==> config.mk <==
export PLATFORM = sky130hd
export DESIGN_NAME = irq_active_tracker
export DESIGN_NICKNAME = d
export VERILOG_FILES = /design/src/rtl/irq_trk_pkg.sv /design/src/rtl/irq_line_front.sv /design/src/rtl/irq_cmd_decode.sv /design/src/rtl/irq_src_cell.sv /design/src/rtl/irq_pick_lowest.sv /design/src/rtl/irq_active_tracker.sv
export SDC_FILE = /design/constraint.sdc
export NUM_CORES = 1
export LEC_CHECK = 0
export BUFFER_PORTS_ARGS = -buffer_cell sky130_fd_sc_hd__clkbuf_2
export CORE_ASPECT_RATIO = 2
export CORE_UTILIZATION = 35
export DETAILED_ROUTE_END_ITERATION = 10
export SYNTH_ARGS = -nofsm -noshare
export SYNTH_HDL_FRONTEND = slang
export SYNTH_SLANG_ARGS = --single-unit
==> constraint.sdc <==
create_clock -name clk -period 2.4 [get_ports clk]
set_input_delay 0.12 -clock clk [delete_from_list [all_inputs] [get_ports clk]]
set_output_delay 0.12 -clock clk [all_outputs]
set_load 0.01 [all_outputs]
==> src/rtl/irq_trk_pkg.sv <==
package irq_trk_pkg;

   // Per-source state: bit 0 = pending, bit 1 = active
   typedef enum logic [1:0] {
      ST_IDLE     = 2'b00,
      ST_PEND     = 2'b01,
      ST_ACT      = 2'b10,
      ST_PEND_ACT = 2'b11
   } src_state_e;

   function automatic logic st_pend(src_state_e s);
      return s[0];
   endfunction

   function automatic logic st_act(src_state_e s);
      return s[1];
   endfunction

   function automatic src_state_e st_make(logic pend, logic act);
      return src_state_e'({act, pend});
   endfunction

endpackage

==> src/rtl/irq_line_front.sv <==
module irq_line_front #(
   parameter int NUM_SRC     = 32,
   parameter int SYNC_STAGES = 0
) (
   input  logic               clk,
   input  logic               rst_n,
   input  logic [NUM_SRC-1:0] raw_line,
   output logic [NUM_SRC-1:0] line_lvl,
   output logic [NUM_SRC-1:0] line_rise
);

   logic [NUM_SRC-1:0] lvl_q;

   if (SYNC_STAGES < 0 || SYNC_STAGES > 3) begin : g_bad_sync
      $error("irq_line_front: SYNC_STAGES must be 0..3");
   end

   if (SYNC_STAGES == 0) begin : g_direct
      assign line_lvl = raw_line;
   end else begin : g_sync
      logic [NUM_SRC-1:0] chain_q [SYNC_STAGES];
      always_ff @(posedge clk or negedge rst_n) begin
         if (!rst_n) begin
            for (int s = 0; s < SYNC_STAGES; s++) chain_q[s] <= '0;
         end else begin
            chain_q[0] <= raw_line;
            for (int s = 1; s < SYNC_STAGES; s++) chain_q[s] <= chain_q[s-1];
         end
      end
      assign line_lvl = chain_q[SYNC_STAGES-1];
   end

   always_ff @(posedge clk or negedge rst_n) begin
      if (!rst_n) lvl_q <= '0;
      else        lvl_q <= line_lvl;
   end

   assign line_rise = line_lvl & ~lvl_q;

endmodule

==> src/rtl/irq_cmd_decode.sv <==
module irq_cmd_decode #(
   parameter int NUM_SRC = 32,
   parameter int ID_W    = 5
) (
   input  logic               cmd_valid,
   input  logic [ID_W-1:0]    cmd_id,
   output logic [NUM_SRC-1:0] cmd_hit
);

   if ((1 << ID_W) < NUM_SRC) begin : g_bad_w
      $error("irq_cmd_decode: ID_W too narrow for NUM_SRC");
   end

   for (genvar i = 0; i < NUM_SRC; i++) begin : g_bit
      assign cmd_hit[i] = cmd_valid && (cmd_id == ID_W'(i));
   end

endmodule

==> src/rtl/irq_src_cell.sv <==
module irq_src_cell
   import irq_trk_pkg::*;
(
   input  logic clk,
   input  logic rst_n,
   input  logic line_lvl,
   input  logic line_rise,
   input  logic is_edge,
   input  logic no_act,
   input  logic ack_sel,
   input  logic deact_sel,
   input  logic set_sel,
   output logic pend,
   output logic act,
   output logic ack_taken
);

   src_state_e st_q;
   logic       pend_n, act_n, eff_edge, deact_ok, set_ok;

   assign pend      = st_pend(st_q);
   assign act       = st_act(st_q);
   assign eff_edge  = is_edge | no_act;
   assign ack_taken = ack_sel & pend & ~act;
   assign deact_ok  = deact_sel & ~no_act;
   assign set_ok    = set_sel & ~no_act;

   always_comb begin
      if (!eff_edge)      pend_n = line_lvl;
      else if (line_rise) pend_n = 1'b1;
      else if (ack_taken) pend_n = 1'b0;
      else                pend_n = pend;

      if (set_ok)                    act_n = 1'b1;
      else if (ack_taken && !no_act) act_n = 1'b1;
      else if (deact_ok)             act_n = 1'b0;
      else                           act_n = act;
   end

   always_ff @(posedge clk or negedge rst_n) begin
      if (!rst_n) st_q <= ST_IDLE;
      else        st_q <= st_make(pend_n, act_n);
   end

   // accepted acknowledge leaves the source active
   a_r2_ack_sets_active: assert property (@(posedge clk) disable iff (!rst_n)
      (ack_sel && pend && !act && !no_act) |=> act);

   // set-active always lands
   a_r3_set_active: assert property (@(posedge clk) disable iff (!rst_n)
      (set_sel && !no_act) |=> act);

   // edge while active is remembered as pending
   a_r5_edge_while_active: assert property (@(posedge clk) disable iff (!rst_n)
      (eff_edge && line_rise && act) |=> pend);

   // edge racing a deactivate ends inactive and pending
   a_r6_edge_with_deact: assert property (@(posedge clk) disable iff (!rst_n)
      (eff_edge && line_rise && deact_sel && !set_sel && !no_act) |=> (pend && !act));

   // a no-active-state source never becomes active
   a_r9_noact_stays_idle: assert property (@(posedge clk) disable iff (!rst_n)
      (no_act && !act) |=> !act);

endmodule

==> src/rtl/irq_pick_lowest.sv <==
module irq_pick_lowest #(
   parameter int NUM_SRC = 32,
   parameter int ID_W    = 5
) (
   input  logic [NUM_SRC-1:0] cand,
   output logic               found,
   output logic [ID_W-1:0]    idx
);

   always_comb begin
      idx = '0;
      for (int i = NUM_SRC - 1; i >= 0; i--) begin
         if (cand[i]) idx = ID_W'(i);
      end
      found = |cand;
   end

   // the chosen index is always a real candidate
   always_comb begin
      if (found) begin
         a_r1_pick_valid: assert (cand[idx]);
      end
   end

endmodule

==> src/rtl/irq_active_tracker.sv <==
module irq_active_tracker #(
   parameter int NUM_SRC     = 32,
   parameter int SYNC_STAGES = 0,
   localparam int ID_W       = (NUM_SRC > 1) ? $clog2(NUM_SRC) : 1
) (
   input  logic               clk,
   input  logic               rst_n,
   input  logic [NUM_SRC-1:0] src_line,
   input  logic [NUM_SRC-1:0] cfg_edge,
   input  logic [NUM_SRC-1:0] cfg_noact,
   input  logic               split_mode,
   input  logic               ack_valid,
   input  logic [ID_W-1:0]    ack_id,
   input  logic               eoi_valid,
   input  logic [ID_W-1:0]    eoi_id,
   input  logic               deact_valid,
   input  logic [ID_W-1:0]    deact_id,
   input  logic               setact_valid,
   input  logic [ID_W-1:0]    setact_id,
   output logic [NUM_SRC-1:0] src_pend,
   output logic [NUM_SRC-1:0] src_act,
   output logic               cpu_req,
   output logic [ID_W-1:0]    cpu_req_id
);

   if (NUM_SRC < 2 || NUM_SRC > 1024) begin : g_bad_n
      $error("irq_active_tracker: NUM_SRC must be 2..1024");
   end

   logic [NUM_SRC-1:0] lvl, rise;
   logic [NUM_SRC-1:0] ack_hit, eoi_hit, deact_hit, set_hit;
   logic [NUM_SRC-1:0] deact_sel, ack_taken, inserv_q, cand;
   logic               pick_found;
   logic [ID_W-1:0]    pick_idx;

   irq_line_front #(.NUM_SRC(NUM_SRC), .SYNC_STAGES(SYNC_STAGES)) u_front (
      .clk(clk), .rst_n(rst_n), .raw_line(src_line),
      .line_lvl(lvl), .line_rise(rise));

   irq_cmd_decode #(.NUM_SRC(NUM_SRC), .ID_W(ID_W)) u_dec_ack (
      .cmd_valid(ack_valid), .cmd_id(ack_id), .cmd_hit(ack_hit));
   irq_cmd_decode #(.NUM_SRC(NUM_SRC), .ID_W(ID_W)) u_dec_eoi (
      .cmd_valid(eoi_valid), .cmd_id(eoi_id), .cmd_hit(eoi_hit));
   irq_cmd_decode #(.NUM_SRC(NUM_SRC), .ID_W(ID_W)) u_dec_deact (
      .cmd_valid(deact_valid), .cmd_id(deact_id), .cmd_hit(deact_hit));
   irq_cmd_decode #(.NUM_SRC(NUM_SRC), .ID_W(ID_W)) u_dec_set (
      .cmd_valid(setact_valid), .cmd_id(setact_id), .cmd_hit(set_hit));

   // combined mode: end-of-interrupt doubles as deactivate
   assign deact_sel = deact_hit | (eoi_hit & {NUM_SRC{~split_mode}});

   for (genvar i = 0; i < NUM_SRC; i++) begin : g_src
      irq_src_cell u_cell (
         .clk(clk), .rst_n(rst_n),
         .line_lvl(lvl[i]), .line_rise(rise[i]),
         .is_edge(cfg_edge[i]), .no_act(cfg_noact[i]),
         .ack_sel(ack_hit[i]), .deact_sel(deact_sel[i]), .set_sel(set_hit[i]),
         .pend(src_pend[i]), .act(src_act[i]), .ack_taken(ack_taken[i]));

      // a source active over two edges is never the request
      a_r1_active_not_requested: assert property (@(posedge clk) disable iff (!rst_n)
         (src_act[i] && $past(src_act[i])) |-> !(cpu_req && cpu_req_id == ID_W'(i)));

      // split mode end-of-interrupt leaves the source active
      a_r7_split_keeps_active: assert property (@(posedge clk) disable iff (!rst_n)
         (split_mode && eoi_hit[i] && !deact_hit[i] && src_act[i]) |=> src_act[i]);

      // combined mode end-of-interrupt deactivates
      a_r7_combined_deacts: assert property (@(posedge clk) disable iff (!rst_n)
         (!split_mode && eoi_hit[i] && !set_hit[i] && !cfg_noact[i]) |=> !src_act[i]);
   end

   always_ff @(posedge clk or negedge rst_n) begin
      if (!rst_n) inserv_q <= '0;
      else        inserv_q <= (inserv_q & ~eoi_hit) | ack_taken;
   end

   assign cand = src_pend & ~src_act;

   irq_pick_lowest #(.NUM_SRC(NUM_SRC), .ID_W(ID_W)) u_pick (
      .cand(cand), .found(pick_found), .idx(pick_idx));

   always_ff @(posedge clk or negedge rst_n) begin
      if (!rst_n) begin
         cpu_req    <= 1'b0;
         cpu_req_id <= '0;
      end else begin
         cpu_req    <= pick_found && (inserv_q == '0);
         cpu_req_id <= (pick_found && (inserv_q == '0)) ? pick_idx : '0;
      end
   end

   // an outstanding acknowledge blocks the next request
   a_r8_inservice_blocks: assert property (@(posedge clk) disable iff (!rst_n)
      (inserv_q != '0) |=> !cpu_req);

endmodule

# After elaboration in Yosys (flattened, before gate mapping)
# Index checks and enable logic that the tools add are counted.
[op_classes]
eq_ne = 156
mux = 225
bitwise = 234
n_reduce_logical = 231
[op_table]
columns = ["operator", "count"]
rows = [
  ["5-bit equality test, second input constant", 64],
  ["1-bit 2-to-1 mux", 192],
  ["5-bit 2-to-1 mux", 33],
  ["1-bit logical AND", 161],
  ["5-bit by 4-bit equality test with 1-bit output, second input constant", 32],
  ["1-bit AND", 128],
  ["32-bit AND", 4],
  ["3-bit by 2-bit inequality test with 1-bit output, second input constant", 32],
  ["32-bit inverter", 3],
  ["3-bit nonzero test", 32],
  ["5-bit by 3-bit equality test with 1-bit output, second input constant", 16],
  ["1-bit inverter", 65],
  ["32-bit OR", 2],
  ["5-bit by 2-bit equality test with 1-bit output, second input constant", 8],
  ["1-bit logical NOT", 32],
  ["32-bit logical NOT", 1],
  ["1-bit OR", 32],
  ["32-bit OR reduction", 1],
  ["5-bit by 1-bit equality test with 1-bit output, second input constant", 4],
  ["5-bit logical NOT", 4],
]
[word_totals]
reg_bits = 134
out_inout_bits = 70

# Depth between registers and ports, before layout
# Gate-level depths: netlist (run 1).
[depth]
word_depth = 35
depth_mapped = 6
depth_no_buf = 6

# Modules after synthesis
# From an unflattened synthesis (run 1), not the netlist that was laid out.
[hier_totals]
hier_cells = 958
area_unflattened_um2 = 8052.7
[modules_own_cells]
columns = ["module", "n_inst", "cells_per_inst", "area_each_um2"]
rows = [
  ["irq_src_cell", 32, 13, 103.8],
  ["irq_active_tracker", 1, 193, 1926.8],
  ["irq_line_front", 1, 96, 1481.4],
  ["irq_cmd_decode", 4, 47, 234.0],
  ["irq_pick_lowest", 1, 65, 385.4],
]

# Worst setup path before layout (run 1)
# OpenSTA, ideal clock, no wires.
[synth_timing]
kind = "reg-to-reg"
from = "register g_src[28].u_cell.st_q[0]"
to = "register cpu_req_id[1]"
t_arrival_ps = 1582
required_ps = 2281
setup_slack_ps = 699
path_stages_with_launch = 7
n_path_buf = 0
cell_sequence = "dfrtp_1 nor2b_2 nor4_4 nand4_2 o41ai_4 a211oi_2 o21a_1"
[synth_between]
elab_chain_cells = 31
[synth_lines]
columns = ["element", "line", "text"]
rows = [
  ["from (decl)", "irq_src_cell.sv:18", "src_state_e st_q;"],
  ["from (signal assigned)", "irq_src_cell.sv:42", "else st_q <= st_make(pend_n, act_n);"],
  ["32-bit AND *", "irq_active_tracker.sv:78", "assign cand = src_pend & ~src_act;"],
  ["5-bit 2-to-1 mux (29 in series)", "irq_pick_lowest.sv:13", "if (cand[i]) idx = ID_W'(i);"],
  ["5-bit 2-to-1 mux *", "irq_active_tracker.sv:89", "cpu_req_id <= (pick_found && (inserv_q == '0)) ? pick_idx : '0;"],
  ["to (signal assigned)", "irq_active_tracker.sv:89", ""],
  ["to (decl)", "irq_active_tracker.sv:23", "output logic [ID_W-1:0] cpu_req_id"],
]
# Every way passes the cells marked *; elsewhere a longest branch is shown, timed or not.
# A chain may end at the register's enable or synchronous reset.

# Worst setup path after layout (run 1)
[layout_timing]
from = "register g_src[9].u_cell.st_q[0]"
to = "register g_src[9].u_cell.st_q[0]"
[layout_between]
elab_chain_cells = 3
[layout_lines]
columns = ["element", "line", "text"]
rows = [
  ["from (decl)", "irq_src_cell.sv:18", ""],
  ["from (signal assigned)", "irq_src_cell.sv:42", ""],
  ["1-bit AND (2 in series)", "irq_src_cell.sv:24", "assign ack_taken = ack_sel & pend & ~act;"],
  ["3-bit by 2-bit inequality test with 1-bit output (no source line)", "--", ""],
]
# No other way between the ends.

==> impl_table.tex, run 1 <==
\begin{tabular}{lr}
\hline
Metric & Value \\
\hline
\multicolumn{2}{l}{\textbf{Run status}} \\
Status & completed \\
\multicolumn{2}{l}{\textbf{Logic synthesis}} \\
Synthesis-stage register bit count & 134 \\
Share of async-settable or async-resettable flops after synthesis & 1.00 \\
Fraction of post-synthesis cell area in the top cell type by area & 0.466 \\
Predominant post-synthesis flop cell & dfrtp\_1 \\
Number of warnings reported in the yosys synthesis log & 0 \\
Synthesized area & 7190 um\^{}2 \\
Mean post-synth cell area & 9.09 um\^{}2 \\
Synthesized Nets & 914 \\
Top post-synthesis cells by area & dfrtp\_1 47\%, o21ai\_0 7.9\%, buf\_4 6.7\%, nand2\_1 6.0\%, nor2b\_1 2.7\% \\
Post-synth EDFFs & 0 \\
Sequential share of the synthesized area & 0.466 \\
Number of instances in the synthesized netlist & 791 \\
Library cells used by synthesis & 51 \\
Most area-hungry cell type in the Yosys netlist & dfrtp\_1 \\
\multicolumn{2}{l}{\textbf{Drt}} \\
Router iterations before antenna repair & 6 \\
DR WL met3 & 966 um \\
Total vias in the final route & 7,049 \\
Max layer used & met4 \\
Routed length on met2 & 15,200 um \\
Met1 routed wirelength after detailed routing & 9530 um \\
Number of nets still failing antenna checks after routing & 0 \\
Drt initial violations & 309 \\
Final routed wirelength across all metal layers & 27,400 um \\
Number of design rule violations left after detail routing & 0 \\
Average wire per standard cell & 20.3 um \\
Per-cell via count in the routed design & 5.24 \\
\multicolumn{2}{l}{\textbf{Layout}} \\
N\_diodes & 0 \\
Post-layout nets & 1,194 \\
Share of cells above drive strength 1 & 0.261 \\
Layout Cells excl Fill & 1,346 \\
Area delta synth->final & 38.5\% \\
\multicolumn{2}{l}{\textbf{STA}} \\
Crit path time final & 2.26 ns \\
Largest clock skew in the final design & 0.0102 ns \\
Total count of hold-check failures in the final report & 0 \\
Slew Viols, Final & 0 \\
Highest attainable clock frequency & 443 MHz \\
Measured slew at the worst slew-check pin & 0.733 ns \\
Setup repair after global routing missed its margin & false \\
Setup Total Neg Slack & 0 ns \\
Slew HR & 0.507 \\
Final number of setup-violating endpoints & 0 \\
Least setup slack across all paths after layout & 0.141 ns \\
Minimum hold slack & 0.0152 ns \\
Post-route fraction of the period consumed by the critical path & 0.941 \\
\multicolumn{2}{l}{\textbf{Die}} \\
Number of top-level pins & 193 \\
Floorplan die height & 205 um \\
DIE AREA & 21,200 um\^{}2 \\
Die Wd & 103 um \\
Core area & 20,000 um\^{}2 \\
Placement row count & 73 \\
Initial standard-cell utilization of the core & 0.359 \\
\multicolumn{2}{l}{\textbf{Worst hold path}} \\
Worst hold path class & in -> reg \\
\multicolumn{2}{l}{\textbf{Clocking}} \\
CTS Buf Count & 17 \\
Maximum root-to-sink buffer count & 2 \\
Maximum level of the CTS H-tree & 4 \\
Clock edge transition at the registers on the reported setup and hold paths & 0.07 ns \\
CTS root buffer & clkbuf\_16 \\
Clock Latency Late Sink & 0.45 ns \\
TritonCTS clock tree & done \\
CTS sink cnt & 134 \\
\multicolumn{2}{l}{\textbf{Power and ir drop}} \\
Sequential fraction of design power & 0.395 \\
Pwr per Cell Area & 740 nW/um\^{}2 \\
Largest voltage drop on the vdd net & 0.460 mV \\
Internal power consumption & 4.91 mW \\
Switching power of the nets & 2.46 mW \\
Switching share of power & 0.334 \\
Clock Power Share & 0.343 \\
Combinational power share & 0.262 \\
Leakage power figure & 4.49 nW \\
Post-route total power & 7.37 mW \\
\multicolumn{2}{l}{\textbf{Worst setup path}} \\
Top fanout value on the critical path & 4 \\
Kind of start point of the critical path & flop \\
Endpoint kind of the worst setup timing path & flop \\
Crit-path cells & nor2b\_2 > nand3\_1 > o211ai\_1 > dlygate4sd3\_1 > nand2\_1 > dlygate4sd3\_1 \\
Data arrival time of the critical path & 2.59 ns \\
Cell with the largest stage delay on the worst path & dlygate4sd3\_1 \\
Delay of the slowest cell on the worst path & 0.56 ns \\
Data required time at the worst endpoint & 2.73 ns \\
Critical Setup Path Class & reg -> reg \\
Most repeated library cell on the critical path & dlygate4sd3\_1 \\
\multicolumn{2}{l}{\textbf{Place}} \\
Count of buffers from port buffering & 192 \\
Post-Place Worst Slack & 0.387 ns \\
Number of instances in the placed design & 1,187 \\
Final HPWL DP & 21,500 um \\
Global placer's final weighted congestion & 0.948 \\
\multicolumn{2}{l}{\textbf{Global route}} \\
Pin count of the biggest net entering global routing & 61 \\
Number of global-route vias before repair & 7,336 \\
Wire length of the first global-routing pass & 41,700 um \\
Antenna violations before repair & 0 \\
Total routing usage reported by global routing & 0.276 \\
Grt ovf & 0 \\
\multicolumn{2}{l}{\textbf{Run}} \\
Count of max-cap constraint violations & 0 \\
\hline
\end{tabular}
## metrics by stage
step / area (um^2) / utilization
final: 9960 / 0.498
after global routing: 9960 / 0.498
after CTS: 9950 / 0.498
after detailed placement: 8120 / 0.406
after global placement: 8120 / 0.406
after floorplan: 7190 / -
## cell usage after synthesis, drive strengths merged (15+ instances only)
library cell / count
o211ai: 24
a21boi: 24
nor4: 15
nor3: 17
o21ai: 148
dfrtp: 134
nand2: 115
clkbuf: 16
buf: 65
a22oi: 22
nand2b: 19
nand3: 35
nor2b: 43
nor2: 39
## cells by family after synthesis
kind of cell,count (synthesis),synth area share
and+or+nand+nor,310,0.235
AOI/OAI and AO/OA,256,0.217
DFF,134,0.466
buffers and inverters,91,0.0811
## layout make-up
| cell class | count | area (um^2) |
|---|---|---|
| Timing Repair Buffer | 342 | 2420 |
| Inverter | 10 | 37.5 |
| Clock inverter | 14 | 128 |
| Multi-Input combinational cell | 566 | 3260 |
| Clock buffer | 18 | 429 |
| Tap cell | 262 | 328 |
| Sequential cell | 134 | 3350 |
| Fill cell | 1952 | 10000 |
## cells in the final DEF, fill, tap and decap left out, types with 24 or more instances in the layout
cell / n
a21boi_0: 24
clkbuf_2: 191
dfrtp_1: 134
dlygate4sd3_1: 127
nand2_1: 115
nand3_1: 35
nor2_1: 38
nor2b_1: 28
o211ai_1: 24
o21ai_0: 113
o21ai_1: 35
## power groups by stage
stage	Sequential [mW]	Combinational [mW]	Clock, mW
2_1_floorplan	2.86	1.25	0
3_3_place_gp	2.93	1.69	0
3_5_place_dp	2.95	1.70	0
4_1_cts	2.91	1.93	2.58
5_1_grt	2.95	2.11	2.66
6_report	2.91	1.93	2.53
## layer usage
layer  vias to the layer above  global-route usage
met2                       226               0.509
met3                        70              0.0444
met1                      3418               0.275
li1                       3335                   -
met4                         0               0.178
met5                         -                   0
## path summary, 6_finish.rpt
check,startpoint,to,slack [ns],depth (start not counted)
worst min register to register,inserv_q[26],inserv_q[26],0.51,2
max in group asynchronous,rst_n,u_front.lvl_q[5],1.46,3
worst max register to register,g_src[9].u_cell.st_q[0],g_src[9].u_cell.st_q[0],0.14,6
min in group asynchronous,rst_n,g_src[11].u_cell.st_q[0],0.21,2
worst max-delay path,g_src[9].u_cell.st_q[0],g_src[9].u_cell.st_q[0],0.14,6
worst min-delay path,cfg_edge[12],g_src[12].u_cell.st_q[0],0.02,3
## critical path, delay by kind of cell (launching register included)
family          cells  cell delay (ns)
compound gates      1             0.15
simple gates        3             0.51
flops               1             0.39
buf+inv             2             1.10
## sequential cells by signal, indices dropped and copies added (netlist names)
signal	cells
inserv_q	32
g_src.u_cell.st_q	64
cpu_req_id	5
u_front.lvl_q	32
cpu_req	1
## repair_timing
| action | 4_1_cts | 5_1_grt |
|---|---|---|
| hold buffers | 127 | 0 |
| resized for setup | 0 | 3 |
| endpoints found under the setup margin | 0 | 3 |
| endpoints found under the hold margin | 151 | 0 |
| buffers inserted | 0 | 0 |
Power figures use the tool's default switching activity.
==> run 2: changes to the inputs <==
- ABC_AREA: not set -> 1
- HOLD_SLACK_MARGIN: not set -> 0.12
==> run 2 against run 1 <==
  * Die area is 2.5% higher
  * Critical path depth is 26 higher
  * Critical endpoint is now cpu_req_id[0]
  * Via count is 9.4% higher
==> impl_table.tex, run 2 <==
\begin{tabular}{lr}
\hline
Metric & Value \\
\hline
\multicolumn{2}{l}{\textbf{STA}} \\
Total count of hold-check failures in the final report & 0 \\
Setup repair after global routing missed its margin & true \\
Measured slew at the worst slew-check pin & 0.803 ns \\
Crit path time final & 2.25 ns \\
Final number of setup-violating endpoints & 0 \\
Post-route fraction of the period consumed by the critical path & 0.938 \\
Slew HR & 0.463 \\
Largest clock skew in the final design & 0.0111 ns \\
Slew Viols, Final & 0 \\
Highest attainable clock frequency & 444 MHz \\
Least setup slack across all paths after layout & 0.149 ns \\
Setup Total Neg Slack & 0 ns \\
\multicolumn{2}{l}{\textbf{Worst setup path}} \\
Endpoint kind of the worst setup timing path & flop \\
Data arrival time of the critical path & 2.62 ns \\
Top fanout value on the critical path & 3 \\
Data required time at the worst endpoint & 2.77 ns \\
Kind of start point of the critical path & flop \\
Delay of the slowest cell on the worst path & 0.38 ns \\
Most repeated library cell on the critical path & nand2\_1 \\
Critical Setup Path Class & reg -> reg \\
Cell with the largest stage delay on the worst path & dfrtp\_1 \\
\multicolumn{2}{l}{\textbf{Die}} \\
DIE AREA & 21,700 um\^{}2 \\
Initial standard-cell utilization of the core & 0.359 \\
Placement row count & 74 \\
Number of top-level pins & 193 \\
Floorplan die height & 207 um \\
Core area & 20,600 um\^{}2 \\
Die Wd & 105 um \\
\multicolumn{2}{l}{\textbf{Drt}} \\
Average wire per standard cell & 16.9 um \\
Router iterations before antenna repair & 6 \\
Number of nets still failing antenna checks after routing & 0 \\
Number of design rule violations left after detail routing & 0 \\
Drt initial violations & 440 \\
Total vias in the final route & 7,710 \\
Per-cell via count in the routed design & 4.92 \\
Final routed wirelength across all metal layers & 26,400 um \\
\multicolumn{2}{l}{\textbf{Global route}} \\
Total routing usage reported by global routing & 0.253 \\
Grt ovf & 0 \\
Wire length of the first global-routing pass & 41,400 um \\
Number of global-route vias before repair & 8,107 \\
Antenna violations before repair & 0 \\
Pin count of the biggest net entering global routing & 58 \\
\multicolumn{2}{l}{\textbf{Logic synthesis}} \\
Library cells used by synthesis & 25 \\
Post-synth EDFFs & 0 \\
Most common library cells after synthesis & 231 x nand2\_1, 136 x nor2\_1, 134 x dfrtp\_1 \\
Sequential share of the synthesized area & 0.455 \\
Most frequently used cell type in the post-synthesis netlist & nand2\_1 \\
Most area-hungry cell type in the Yosys netlist & dfrtp\_1 \\
Predominant post-synthesis flop cell & dfrtp\_1 \\
Fraction of post-synthesis cell area in the top cell type by area & 0.455 \\
Share of async-settable or async-resettable flops after synthesis & 1.00 \\
Number of warnings reported in the yosys synthesis log & 0 \\
Synthesized area & 7370 um\^{}2 \\
Top post-synthesis cells by area & dfrtp\_1 46\%, nand2\_1 12\%, nor2\_1 6.9\%, buf\_4 6.5\%, inv\_1 6.3\% \\
Number of instances in the synthesized netlist & 1,005 \\
Synthesis-stage register bit count & 134 \\
Mean post-synth cell area & 7.33 um\^{}2 \\
Synthesized Nets & 1,128 \\
\multicolumn{2}{l}{\textbf{Place}} \\
Final HPWL DP & 19,500 um \\
Count of buffers from port buffering & 192 \\
Global placer's final weighted congestion & 0.914 \\
Post-Place Worst Slack & 0.154 ns \\
Number of instances in the placed design & 1,396 \\
\multicolumn{2}{l}{\textbf{Power and ir drop}} \\
Pwr per Cell Area & 729 nW/um\^{}2 \\
Leakage power figure & 5.19 nW \\
Largest voltage drop on the vdd net & 0.455 mV \\
\multicolumn{2}{l}{\textbf{Layout}} \\
Area delta synth->final & 38.7\% \\
N\_diodes & 0 \\
Post-layout nets & 1,412 \\
Layout Cells excl Fill & 1,566 \\
Most common cell after layout, fill and taps aside & nand2\_1 \\
Highest-count cells in the layout ignoring fill and taps & 225 x nand2\_1, 191 x clkbuf\_2, 138 x dlygate4sd3\_1 \\
Flip-flop count of the largest register after layout & 64 \\
Share of cells above drive strength 1 & 0.224 \\
Register with the highest flop count & g\_src.u\_cell.st\_q \\
Largest registers & g\_src.u\_cell.st\_q: 64 flops, inserv\_q: 32 flops, u\_front.lvl\_q: 32 flops \\
\multicolumn{2}{l}{\textbf{Clocking}} \\
CTS Buf Count & 17 \\
CTS root buffer & clkbuf\_16 \\
TritonCTS clock tree & done \\
Maximum level of the CTS H-tree & 4 \\
Maximum root-to-sink buffer count & 2 \\
Clock edge transition at the registers on the reported setup and hold paths & 0.06 ns \\
Clock Latency Late Sink & 0.44 ns \\
CTS sink cnt & 134 \\
\multicolumn{2}{l}{\textbf{Run}} \\
Count of max-cap constraint violations & 0 \\
\multicolumn{2}{l}{\textbf{Worst hold path}} \\
Worst hold path class & in -> reg \\
\multicolumn{2}{l}{\textbf{Run status}} \\
Status & completed \\
\hline
\end{tabular}
==> run 2: changes by cell type after synthesis, moves of 31 or more <==
cell and delta:
inv_2 +45, nand3_1 -32, nand2_1 +116, inv_1 +114, nor2_1 +98, nor2b_1 -31
o21ai_0 -48
==> run 2: cell type report <==
type | count | area, um^2
tap | 266 | 333
timing repair buffer | 340 | 2440
sequential | 134 | 3350
inverter | 169 | 634
clock inverter | 13 | 160
fill | 2087 | 10300
multi-input combinational | 627 | 2880
clock buffer | 17 | 425
==> run 2: timing repair <==
item,CTS,global route
resized for setup,0,8
hold buffers,138,0
setup buffers,0,2
endpoints found under the hold margin,177,0
endpoints found under the setup margin,0,1
==> run 2: report_power, final <==
part           total, mW  switching [mW]  internal (mW)
registers           2.89           0.259           2.63
clock network       2.66            1.04           1.62
logic               1.90            1.10          0.804
total               7.45            2.40           5.05
==> run 2: worst max-delay path, delay by kind of cell (launching register included) <==
kind / cells / cell delay [ns]
compound gates: 1 / 0.11
buf+inv: 1 / 0.07
flops: 1 / 0.38
simple gates: 30 / 1.61
==> run 2: path summary, 6_finish.rpt <==
path	from	endpoint	slack [ns]	cells past startpoint
setup / recovery	g_src[31].u_cell.st_q[0]	cpu_req_id[0]	0.15	32
hold reg to reg	inserv_q[8]	inserv_q[8]	0.48	1
setup reg to reg	g_src[31].u_cell.st_q[0]	cpu_req_id[0]	0.15	32
min in group asynchronous	rst_n	u_front.lvl_q[28]	0.23	2
max in group asynchronous	rst_n	u_front.lvl_q[29]	1.47	3
hold / removal	ack_id[4]	g_src[31].u_cell.st_q[0]	0.14	3
==> run 2: kinds of logic (layout without fill, tap and decap cells) <==
logic type / count (synthesis) / count (layout) / share of synthesized area
AND/OR/NAND/NOR: 424 / 424 / 0.230
flip-flops: 134 / 134 / 0.455
buffers and inverters: 244 / 539 / 0.157
AO/OA/AOI/OAI: 203 / 203 / 0.158
==> run 2: stage by stage <==
step	power (mW)	instance area [um^2]	util	hold slack [ns]
3_5_place_dp	4.58	8220	0.400	0.124
5_1_grt	7.83	10200	0.497	0.171
3_3_place_gp	4.55	8220	0.400	0.121
6_report	7.45	10200	0.497	0.140
4_1_cts	7.47	10200	0.496	0.134
2_1_floorplan	4.06	7370	-	-0.176
==> run 2: metal layers <==
metal  GRT usage  share of wire  up-vias
met5           0              0        -
met4       0.157          0.055        0
met3      0.0562          0.045       94
met2       0.474           0.55      293
met1       0.246           0.35     3620
li1            -              -     3703
